[src/rtl/trc_pkg.sv]
package trc_pkg;
    localparam int PAYLOAD_W = 32;
    localparam int IDX_W     = 5;
    localparam int SEQ_W     = 16;
    localparam int SKID_N    = 2;

    localparam logic TAG_PC  = 1'b0;
    localparam logic TAG_REG = 1'b1;

    typedef struct packed {
        logic                 tag;
        logic [PAYLOAD_W-1:0] payload;
        logic [IDX_W-1:0]     idx;
        logic [SEQ_W-1:0]     seq;
    } trc_rec_t;

    localparam int REC_W = $bits(trc_rec_t);
endpackage

[src/rtl/trc_merge.sv]
module trc_merge
    import trc_pkg::*;
(
    input  logic                 clk,
    input  logic                 rst_n,
    input  logic                 clear,
    input  logic                 en,
    input  logic                 pc_ev,
    input  logic [PAYLOAD_W-1:0] pc_val,
    input  logic                 reg_ev,
    input  logic [IDX_W-1:0]     reg_idx,
    input  logic [PAYLOAD_W-1:0] reg_val,
    output logic                 wr_valid,
    output trc_rec_t             wr_rec
);
    typedef struct packed {
        trc_rec_t         slot0;
        trc_rec_t         slot1;
        logic [1:0]       fill;
        logic [SEQ_W-1:0] seq;
    } merge_st_t;

    merge_st_t st_q, st_d;
    trc_rec_t  items [4];
    logic [2:0]       n;
    logic [SEQ_W-1:0] seq_n;

    always_comb begin
        st_d     = st_q;
        items[0] = st_q.slot0;
        items[1] = st_q.slot1;
        items[2] = '0;
        items[3] = '0;
        n        = {1'b0, st_q.fill};
        seq_n    = st_q.seq;

        if (en) begin
            // older buffered records first, then PC record, then register record
            if (pc_ev) begin
                items[n[1:0]] = '{tag: TAG_PC, payload: pc_val, idx: '0, seq: seq_n};
                n     = n + 3'd1;
                seq_n = seq_n + SEQ_W'(1);
            end
            if (reg_ev) begin
                items[n[1:0]] = '{tag: TAG_REG, payload: reg_val, idx: reg_idx, seq: seq_n};
                n     = n + 3'd1;
                seq_n = seq_n + SEQ_W'(1);
            end
        end

        wr_valid = en && (n != 3'd0);
        wr_rec   = items[0];

        if (!en || n == 3'd0) begin
            st_d.fill = 2'd0;
        end else begin
            st_d.slot0 = items[1];
            st_d.slot1 = items[2];
            // a fourth pending record has no room and is dropped
            st_d.fill  = (n >= 3'd3) ? 2'(SKID_N) : (n[1:0] - 2'd1);
        end

        st_d.seq = clear ? '0 : seq_n;
    end

    always_ff @(posedge clk) begin
        if (!rst_n) st_q <= '0;
        else        st_q <= st_d;
    end
endmodule

[src/rtl/trc_ctrl.sv]
module trc_ctrl #(
    parameter int DEPTH_LOG2 = 6
) (
    input  logic                  clk,
    input  logic                  rst_n,
    input  logic                  arm,
    input  logic                  stop,
    input  logic                  oneshot,
    input  logic                  wr_valid,
    output logic                  active,
    output logic                  done,
    output logic                  trig,
    output logic [DEPTH_LOG2-1:0] wptr,
    output logic [DEPTH_LOG2:0]   count
);
    localparam int DEPTH = 1 << DEPTH_LOG2;
    localparam logic [DEPTH_LOG2:0] CNT_FULL = DEPTH[DEPTH_LOG2:0];
    localparam logic [DEPTH_LOG2:0] CNT_LAST = CNT_FULL - 1'b1;

    typedef struct packed {
        logic                  active;
        logic                  done;
        logic                  trig;
        logic [DEPTH_LOG2-1:0] wptr;
        logic [DEPTH_LOG2:0]   count;
    } ctrl_st_t;

    ctrl_st_t st_q, st_d;

    always_comb begin
        st_d      = st_q;
        st_d.trig = 1'b0;
        if (arm) begin
            st_d.active = 1'b1;
            st_d.done   = 1'b0;
            st_d.wptr   = '0;
            st_d.count  = '0;
        end else if (st_q.active) begin
            if (stop) begin
                st_d.active = 1'b0;
                st_d.done   = 1'b1;
                st_d.trig   = 1'b1;
            end else if (wr_valid) begin
                st_d.wptr = st_q.wptr + DEPTH_LOG2'(1);
                if (st_q.count != CNT_FULL)
                    st_d.count = st_q.count + (DEPTH_LOG2+1)'(1);
                if (oneshot && st_q.count == CNT_LAST) begin
                    st_d.active = 1'b0;
                    st_d.done   = 1'b1;
                    st_d.trig   = 1'b1;
                end
            end
        end
    end

    always_ff @(posedge clk) begin
        if (!rst_n) st_q <= '0;
        else        st_q <= st_d;
    end

    assign active = st_q.active;
    assign done   = st_q.done;
    assign trig   = st_q.trig;
    assign wptr   = st_q.wptr;
    assign count  = st_q.count;
endmodule

[src/rtl/trc_ram.sv]
module trc_ram
    import trc_pkg::*;
#(
    parameter int ADDR_W = 6
) (
    input  logic              clk,
    input  logic              rst_n,
    input  logic              we,
    input  logic [ADDR_W-1:0] waddr,
    input  trc_rec_t          wdata,
    input  logic              re,
    input  logic [ADDR_W-1:0] raddr,
    output trc_rec_t          rdata
);
    localparam int DEPTH = 1 << ADDR_W;

    trc_rec_t mem [DEPTH];
    trc_rec_t rd_q;

    always_ff @(posedge clk) begin
        if (we) mem[waddr] <= wdata;
    end

    always_ff @(posedge clk) begin
        if (!rst_n)  rd_q <= '0;
        else if (re) rd_q <= mem[raddr];
    end

    assign rdata = rd_q;
endmodule

[src/rtl/cpu_event_tracer.sv]
module cpu_event_tracer
    import trc_pkg::*;
#(
    parameter int DEPTH_LOG2 = 6
) (
    input  logic                  clk,
    input  logic                  rst_n,
    input  logic [PAYLOAD_W-1:0]  cpu_pc,
    input  logic                  cpu_jump,
    input  logic                  cpu_rf_we,
    input  logic [IDX_W-1:0]      cpu_rf_idx,
    input  logic [PAYLOAD_W-1:0]  cpu_rf_data,
    input  logic                  arm,
    input  logic                  stop,
    input  logic                  oneshot,
    input  logic                  rd_en,
    input  logic [DEPTH_LOG2-1:0] rd_addr,
    output logic                  rd_tag,
    output logic [PAYLOAD_W-1:0]  rd_payload,
    output logic [IDX_W-1:0]      rd_idx,
    output logic [SEQ_W-1:0]      rd_seq,
    output logic [DEPTH_LOG2:0]   rec_count,
    output logic [DEPTH_LOG2-1:0] wr_ptr,
    output logic                  cap_active,
    output logic                  cap_done,
    output logic                  scope_trig
);
    logic     take_en;
    logic     wr_valid;
    trc_rec_t wr_rec;
    trc_rec_t rd_rec;

    assign take_en = cap_active && !stop && !arm;

    trc_merge u_merge (
        .clk      (clk),
        .rst_n    (rst_n),
        .clear    (arm),
        .en       (take_en),
        .pc_ev    (cpu_jump),
        .pc_val   (cpu_pc),
        .reg_ev   (cpu_rf_we),
        .reg_idx  (cpu_rf_idx),
        .reg_val  (cpu_rf_data),
        .wr_valid (wr_valid),
        .wr_rec   (wr_rec)
    );

    trc_ctrl #(.DEPTH_LOG2(DEPTH_LOG2)) u_ctrl (
        .clk      (clk),
        .rst_n    (rst_n),
        .arm      (arm),
        .stop     (stop),
        .oneshot  (oneshot),
        .wr_valid (wr_valid),
        .active   (cap_active),
        .done     (cap_done),
        .trig     (scope_trig),
        .wptr     (wr_ptr),
        .count    (rec_count)
    );

    trc_ram #(.ADDR_W(DEPTH_LOG2)) u_ram (
        .clk   (clk),
        .rst_n (rst_n),
        .we    (wr_valid),
        .waddr (wr_ptr),
        .wdata (wr_rec),
        .re    (rd_en),
        .raddr (rd_addr),
        .rdata (rd_rec)
    );

    assign rd_tag     = rd_rec.tag;
    assign rd_payload = rd_rec.payload;
    assign rd_idx     = rd_rec.idx;
    assign rd_seq     = rd_rec.seq;
endmodule

[config.mk]
export PLATFORM = sky130hd
export DESIGN_NAME = cpu_event_tracer
export DESIGN_NICKNAME = d
export VERILOG_FILES = /design/src/rtl/trc_pkg.sv /design/src/rtl/trc_merge.sv /design/src/rtl/trc_ctrl.sv /design/src/rtl/trc_ram.sv /design/src/rtl/cpu_event_tracer.sv
export SDC_FILE = /design/constraint.sdc
export NUM_CORES = 2
export LEC_CHECK = 0
export BUFFER_PORTS_ARGS = -buffer_cell sky130_fd_sc_hd__buf_2
export CAP_MARGIN = 20
export CELL_PAD_IN_SITES_DETAIL_PLACEMENT = 1
export CELL_PAD_IN_SITES_GLOBAL_PLACEMENT = 1
export CORE_ASPECT_RATIO = 0.8
export CORE_MARGIN = 1.5
export CORE_UTILIZATION = 52
export CTS_BUF_LIST = sky130_fd_sc_hd__clkbuf_4
export CTS_CLUSTER_DIAMETER = 30
export CTS_CLUSTER_SIZE = 25
export DETAILED_ROUTE_END_ITERATION = 10
export PLACE_DENSITY = 0.9
export SETUP_SLACK_MARGIN = 0.05
export SYNTH_ARGS = -nofsm -noshare
export SYNTH_HDL_FRONTEND = slang
export SYNTH_SLANG_ARGS = --single-unit
[constraint.sdc]
create_clock -name clk -period 8 [get_ports clk]
set_input_delay 1.6 -clock clk [delete_from_list [all_inputs] [get_ports clk]]
set_output_delay 1.6 -clock clk [all_outputs]
set_load 0.01 [all_outputs]
======== After elaboration in Yosys (flattened, before gate mapping) ========
Memories as Yosys holds them, arrays and structs flattened. A register that Yosys moved wholly into a read port is not among the register bits.
Index checks and enable logic that the tools add are counted.
word-level totals
  memories ................................ 1
  word-level logic and storage cells ...... 85
  register bits after elaboration ......... 142
  memory bits (writable) .................. 3456
  input bits .............................. 83
  output and inout port bits .............. 70
cells by class
  add/subtract/negate cells ............... 7
  $lt $le $gt $ge ......................... 5
  bitwise operators ....................... 5
  multiplexer cells ....................... 27
  equal/unequal tests ..................... 2
  reduce and logical (&&, ||, !) cells .... 22
memory list
  memory     words  bits a word  rd ports  clocked after memory_dff  write ports  RTL line       source
  u_ram.mem  64     54           1         1                         1            trc_ram.sv:17  trc_rec_t mem [DEPTH];
operator list
  operator                                                               count
  216-bit two-way mux                                                    4
  216-bit bitwise mux                                                    2
  54-bit demux with 2-bit select                                         2
  54-bit two-way mux                                                     2
  16-bit two-way mux                                                     5
  16-bit by 1-bit adder with 16-bit output (second input constant)       2
  3-bit two-way mux                                                      6
  13-bit two-way mux                                                     1
  7-bit by 1-bit adder with 7-bit output (second input constant)         1
  7-bit by 6-bit == test with 1-bit output (second input constant)       1
  7-bit two-way mux                                                      1
  7-bit inequality test (second input constant)                          1
  6-bit by 1-bit adder with 6-bit output (second input constant)         1
  3-bit >= comparator (second input constant)                            2
  1-bit logical AND                                                      6
  3-bit by 1-bit < comparator with 1-bit output (second input constant)  2
  2-bit NOT with 3-bit output                                            2
  3-bit AND reduction                                                    2
  3-bit OR reduction                                                     2
  1-bit logical NOT                                                      4
  2-bit two-way mux                                                      2
  4-bit AND reduction                                                    1
  2-bit nonzero test                                                     2
  2-bit OR reduction                                                     2
  other kinds (9)                                                        12

======== Longest topological paths before layout ========
  depth in word-level cells ............... 13
  gate-level depth with buffers ........... 14
  gate-level depth less buffers ........... 11

======== Hierarchy ========
A second synthesis with hierarchy kept.
second synthesis, totals
  cells, all modules ...................... 7105
  area, all modules ....................... 142828.2 um2
modules (own cells, without submodules)
  module            cells an instance  area an instance (um2)  times used  sequential area each (um2)
  trc_ram           5889               133655.7                1           104860.6
  trc_merge         1130               8410.6                  1           2522.4
  trc_ctrl          85                 749.5                   1           320.3
  cpu_event_tracer  1                  12.5                    1           0.0

======== Least setup slack after synthesis ========
Ideal clock, no wire load.
  path type ............................... input port to flip-flop
  start ................................... input port cpu_jump
  end ..................................... memory u_ram.mem[36][0] (netlist bit), enable pin
  arrival ................................. 7.580 ns
  setup time .............................. 0.532 ns
  buffers on the path ..................... 4
  stages .................................. 13
  path slack .............................. -0.113 ns
  required time ........................... 7.468 ns
  cell sequence ........................... buf_2 -> buf_2 -> buf_2 -> xor2_1 -> inv_1 -> ha_1 -> a211oi_1 -> a21oi_1 -> ha_1 -> a31oi_1 -> clkbuf_1 -> nand4_1 -> nor3_1
on the way
  longest elaborated chain between the ends .. 9
ends and longest elaborated chain
  element                                    RTL line               source
  start, declared                            cpu_event_tracer.sv:9  input logic cpu_jump,
  3-bit two-way mux *                        trc_merge.sv:39        if (pc_ev) begin
  3-bit two-way mux *                        trc_merge.sv:37        if (en) begin
  3-bit by 1-bit adder with 3-bit output     trc_merge.sv:46        n = n + 3'd1;
  3-bit two-way mux *                        trc_merge.sv:44        if (reg_ev) begin
  3-bit two-way mux *                        trc_merge.sv:37
  3-bit nonzero test *                       trc_merge.sv:51        wr_valid = en && (n != 3'd0);
  1-bit logical AND *                        trc_merge.sv:51
  1-bit two-way mux *                        trc_ram.sv:21          if (we) mem[waddr] <= wdata;
  1-bit two-way mux (implied by the code) *  trc_ram.sv:21
  end, declared                              trc_ram.sv:17
Mark *: on every way between the ends. The rest lies on a longest branch, timed or not. The select of a mux whose other input is x is not followed.

======== Worst setup path after layout ========
  start ................................... register u_merge.st_q[16] (netlist bit)
  end ..................................... memory u_ram.mem[8][48] (netlist bit), enable pin
on the way
  longest elaborated chain between the ends .. 10
ends and longest elaborated chain
  element                                    RTL line         source
  start, declared                            trc_merge.sv:23  merge_st_t st_q, st_d;
  start signal, assigned                     trc_merge.sv:68  else st_q <= st_d;
  2-bit by 1-bit adder with 3-bit output     trc_merge.sv:41  n = n + 3'd1;
  3-bit two-way mux                          trc_merge.sv:39
  3-bit two-way mux                          trc_merge.sv:37
  3-bit by 1-bit adder with 3-bit output     trc_merge.sv:46
  3-bit two-way mux                          trc_merge.sv:44
  3-bit two-way mux *                        trc_merge.sv:37
  3-bit nonzero test *                       trc_merge.sv:51
  1-bit logical AND *                        trc_merge.sv:51
  1-bit two-way mux *                        trc_ram.sv:21
  1-bit two-way mux (implied by the code) *  trc_ram.sv:21
Marked as above.

==> run metrics <==
final hold vios=0; DR vias=85900; unrepaired setup endpoints after global routing=no; placed cell count=about 11000; nets@finish=7645; clk_lat worst skew=about 1.5 ns; synth warn=0; Vias per Instance=between 7 and 8; initial DRC count=approximately 17000; Die Area=~280000 µm²; final cell count without fillers=roughly 12000; CTS resizes=0; fin crit share=0.6878; Setup CP Type=reg2reg; CTS tree=yes; outcome=complete, no violations; max-slew violations=0; Final ANT Viol Nets=0; hold_buf cts=0; area share of the leading cell type in the synthesized netlist=0.7288; die height=471.1 µm; CP required=8.97 ns; root buf cell=clkbuf_4; Worst EP arrival=6.47 ns; GPL Wtd Cong=0.8673; # fillers=23500; power density over cell area=229.7 nW/µm²; Initial Util=0.5237; multi-input combinational cell area=between 30000 and 40000 µm²; Final Total Pwr=36.14 mW; Least-Margin Pin Slew=1.233 ns; fraction of layout cells with a size suffix above 1=0.2804; Hold Path Stages=2; Leak Pwr=54.90 nW; crit end category=flop; R2R cell count=12; Post-DP HPWL=264600 µm; final setup vio count=0; largest area contributor in the synthesized netlist=edfxtp_1; top cells by area, synth=edfxtp_1 (73%), mux4_2 (12%), mux2i_1 (2.8%), dfxtp_1 (2.8%), o221ai_1 (1.1%); Storage cell area=107700 µm²; first-pass GRT wire length=690700 µm; row cnt=171; hold_ws=0.4720 ns; # Max-Cap Violations=0; Fmax=181.7 MHz; Critical Path Fanout Max=54; Syn Nets=a little over 7000; gr usage total=0.3557; CTS clk-pin slew, worst paths=0.12 ns; clk_skew=0.1391 ns; top cells by count, synth=edfxtp_1 (3456), mux4_2 (776), mux2i_1 (400); Routed WL per cell=42.75 µm; maximum clock insertion buffer count=4; Hold Path Class=reg2reg; worst-case vdd ir drop=0.1361 mV; pin count of the biggest net entering global routing=approximately 120; Rel. slew slack=0.1777; vias in the first global route=86730; initial antenna violation count=56; die extent in x=588.1 µm; Netlist Area Pre-Place=about 140000 µm²; Top FF cell, synth=edfxtp_1; Num CTS Buffers=488; FF+latch count, synth=~3700; synthesis-to-finish area growth=10.47%; IO Port Bufs=152; number of top-level pins=153; setup TNS=0 ns; Seq/Total Area, Yosys=0.7563; Setup Buffers After CTS=0; H-tree lvl count=5; most frequent cell after synthesis=edfxtp_1; minimum clock period after layout=between 5 and 6 ns; total core area=271900 µm²; Post-synth EDFFs=3456; total wire length=about 500000 µm; total grt overflow=0; Syn Inst Count=a little over 7000; Clock Sinks=approximately 3700; critical path launch point type=flop; DRC=0; FFs w/ async S/R, synth=0; DR pass1 iterations=9; syn avg cell area=roughly 20 µm²; Synth cell types=75
-- power by group --
part / switching (mW) / total [mW] / internal (mW)
Combinational: 1.09 / 1.57 / 0.483
Clock: 8.10 / 13.8 / 5.70
Sequential: 0.0338 / 20.8 / 20.7
Total: 9.23 / 36.1 / 26.9
-- final timing paths --
path / from / endpoint / slack (ns)
setup / recovery: u_merge.st_q[16]$_SDFF_PP0_ / u_ram.mem[8][48]$_DFFE_PP_ / 2.50
hold / removal: u_ctrl.done$_SDFFE_PP0P_ / u_ctrl.done$_SDFFE_PP0P_ / 0.47
setup reg to reg: u_merge.st_q[16]$_SDFF_PP0_ / u_ram.mem[8][48]$_DFFE_PP_ / 2.50
hold reg to reg: u_ctrl.done$_SDFFE_PP0P_ / u_ctrl.done$_SDFFE_PP0P_ / 0.47
-- metrics by stage --
stage	area (µm²)	setup WS, ns	util
after floorplan	142400	1.243	-
after global placement	148900	1.838	0.5477
after detailed placement	149000	1.664	0.5479
after CTS	157200	2.673	0.5779
after global routing	157300	2.471	0.5784
final	157300	2.497	0.5785
-- cells by family (layout without fill, tap and decap cells) --
kind of cell	Yosys count	after routing	synth area share
DFF	3652	3652	0.7563
muxes	1205	1205	0.1531
AOI/OAI and AO/OA	887	887	0.04434
and+or+nand+nor	830	830	0.02689
buffers and inverters	487	1356	0.01607
xor gates and xnor gates	34	34	0.002091
adders and majority gates	13	13	0.001142
other	0	18	0
-- placed cells by master (no fill, tap or decap), drive strengths merged, types with 175 or more instances in the layout --
cell type	count
a21oi	182
buf	418
clkbuf	535
dfxtp	196
edfxtp	3456
mux2i	400
mux4	776
nand2	231
nor2	285
o221ai	175
-- flip-flops by register name, summed over array words and instances, names as in the netlist --
signal         cells
u_merge.st_q     126
u_ram.rdata       54
u_ctrl.done        1
u_ctrl.active      1
u_ram.mem       3456
u_ctrl.count       7
u_ctrl.trig        1
u_ctrl.wptr        6
-- layer usage --
metal | global-route usage | up-vias | part of all wire
li1 | - | 30670 | -
met1 | 0.4549 | 43460 | 0.32
met2 | 0.5431 | 9590 | 0.46
met3 | 0.1056 | 2124 | 0.15
met4 | 0.2117 | 56 | 0.074
met5 | 0 | - | 0.00073
-- area by class of cell --
type	count	area share
Timing Repair Buffer	419	0.02208
Clock buffer	534	0.02548
Tap cell	3633	0.02889
Clock inverter	384	0.02644
Sequential cell	3652	0.6846
Multi-Input combinational cell	2969	0.2117
Antenna cell	18	0.0002863
Inverter	19	0.0005329
-- worst max-delay path, cell delays in order (launching register included) --
cell      delay (ns)
dfxtp_1         0.48
inv_1           0.17
ha_1            0.37
mux2_2          0.31
ha_1            0.30
a211oi_1        0.34
a21oi_1         0.14
ha_1            0.27
a31o_4          0.27
nor2_1          0.58
nand2_1         0.63
nor2_4          0.28
buf_4           0.85
(Power assumes the default switching activity.)
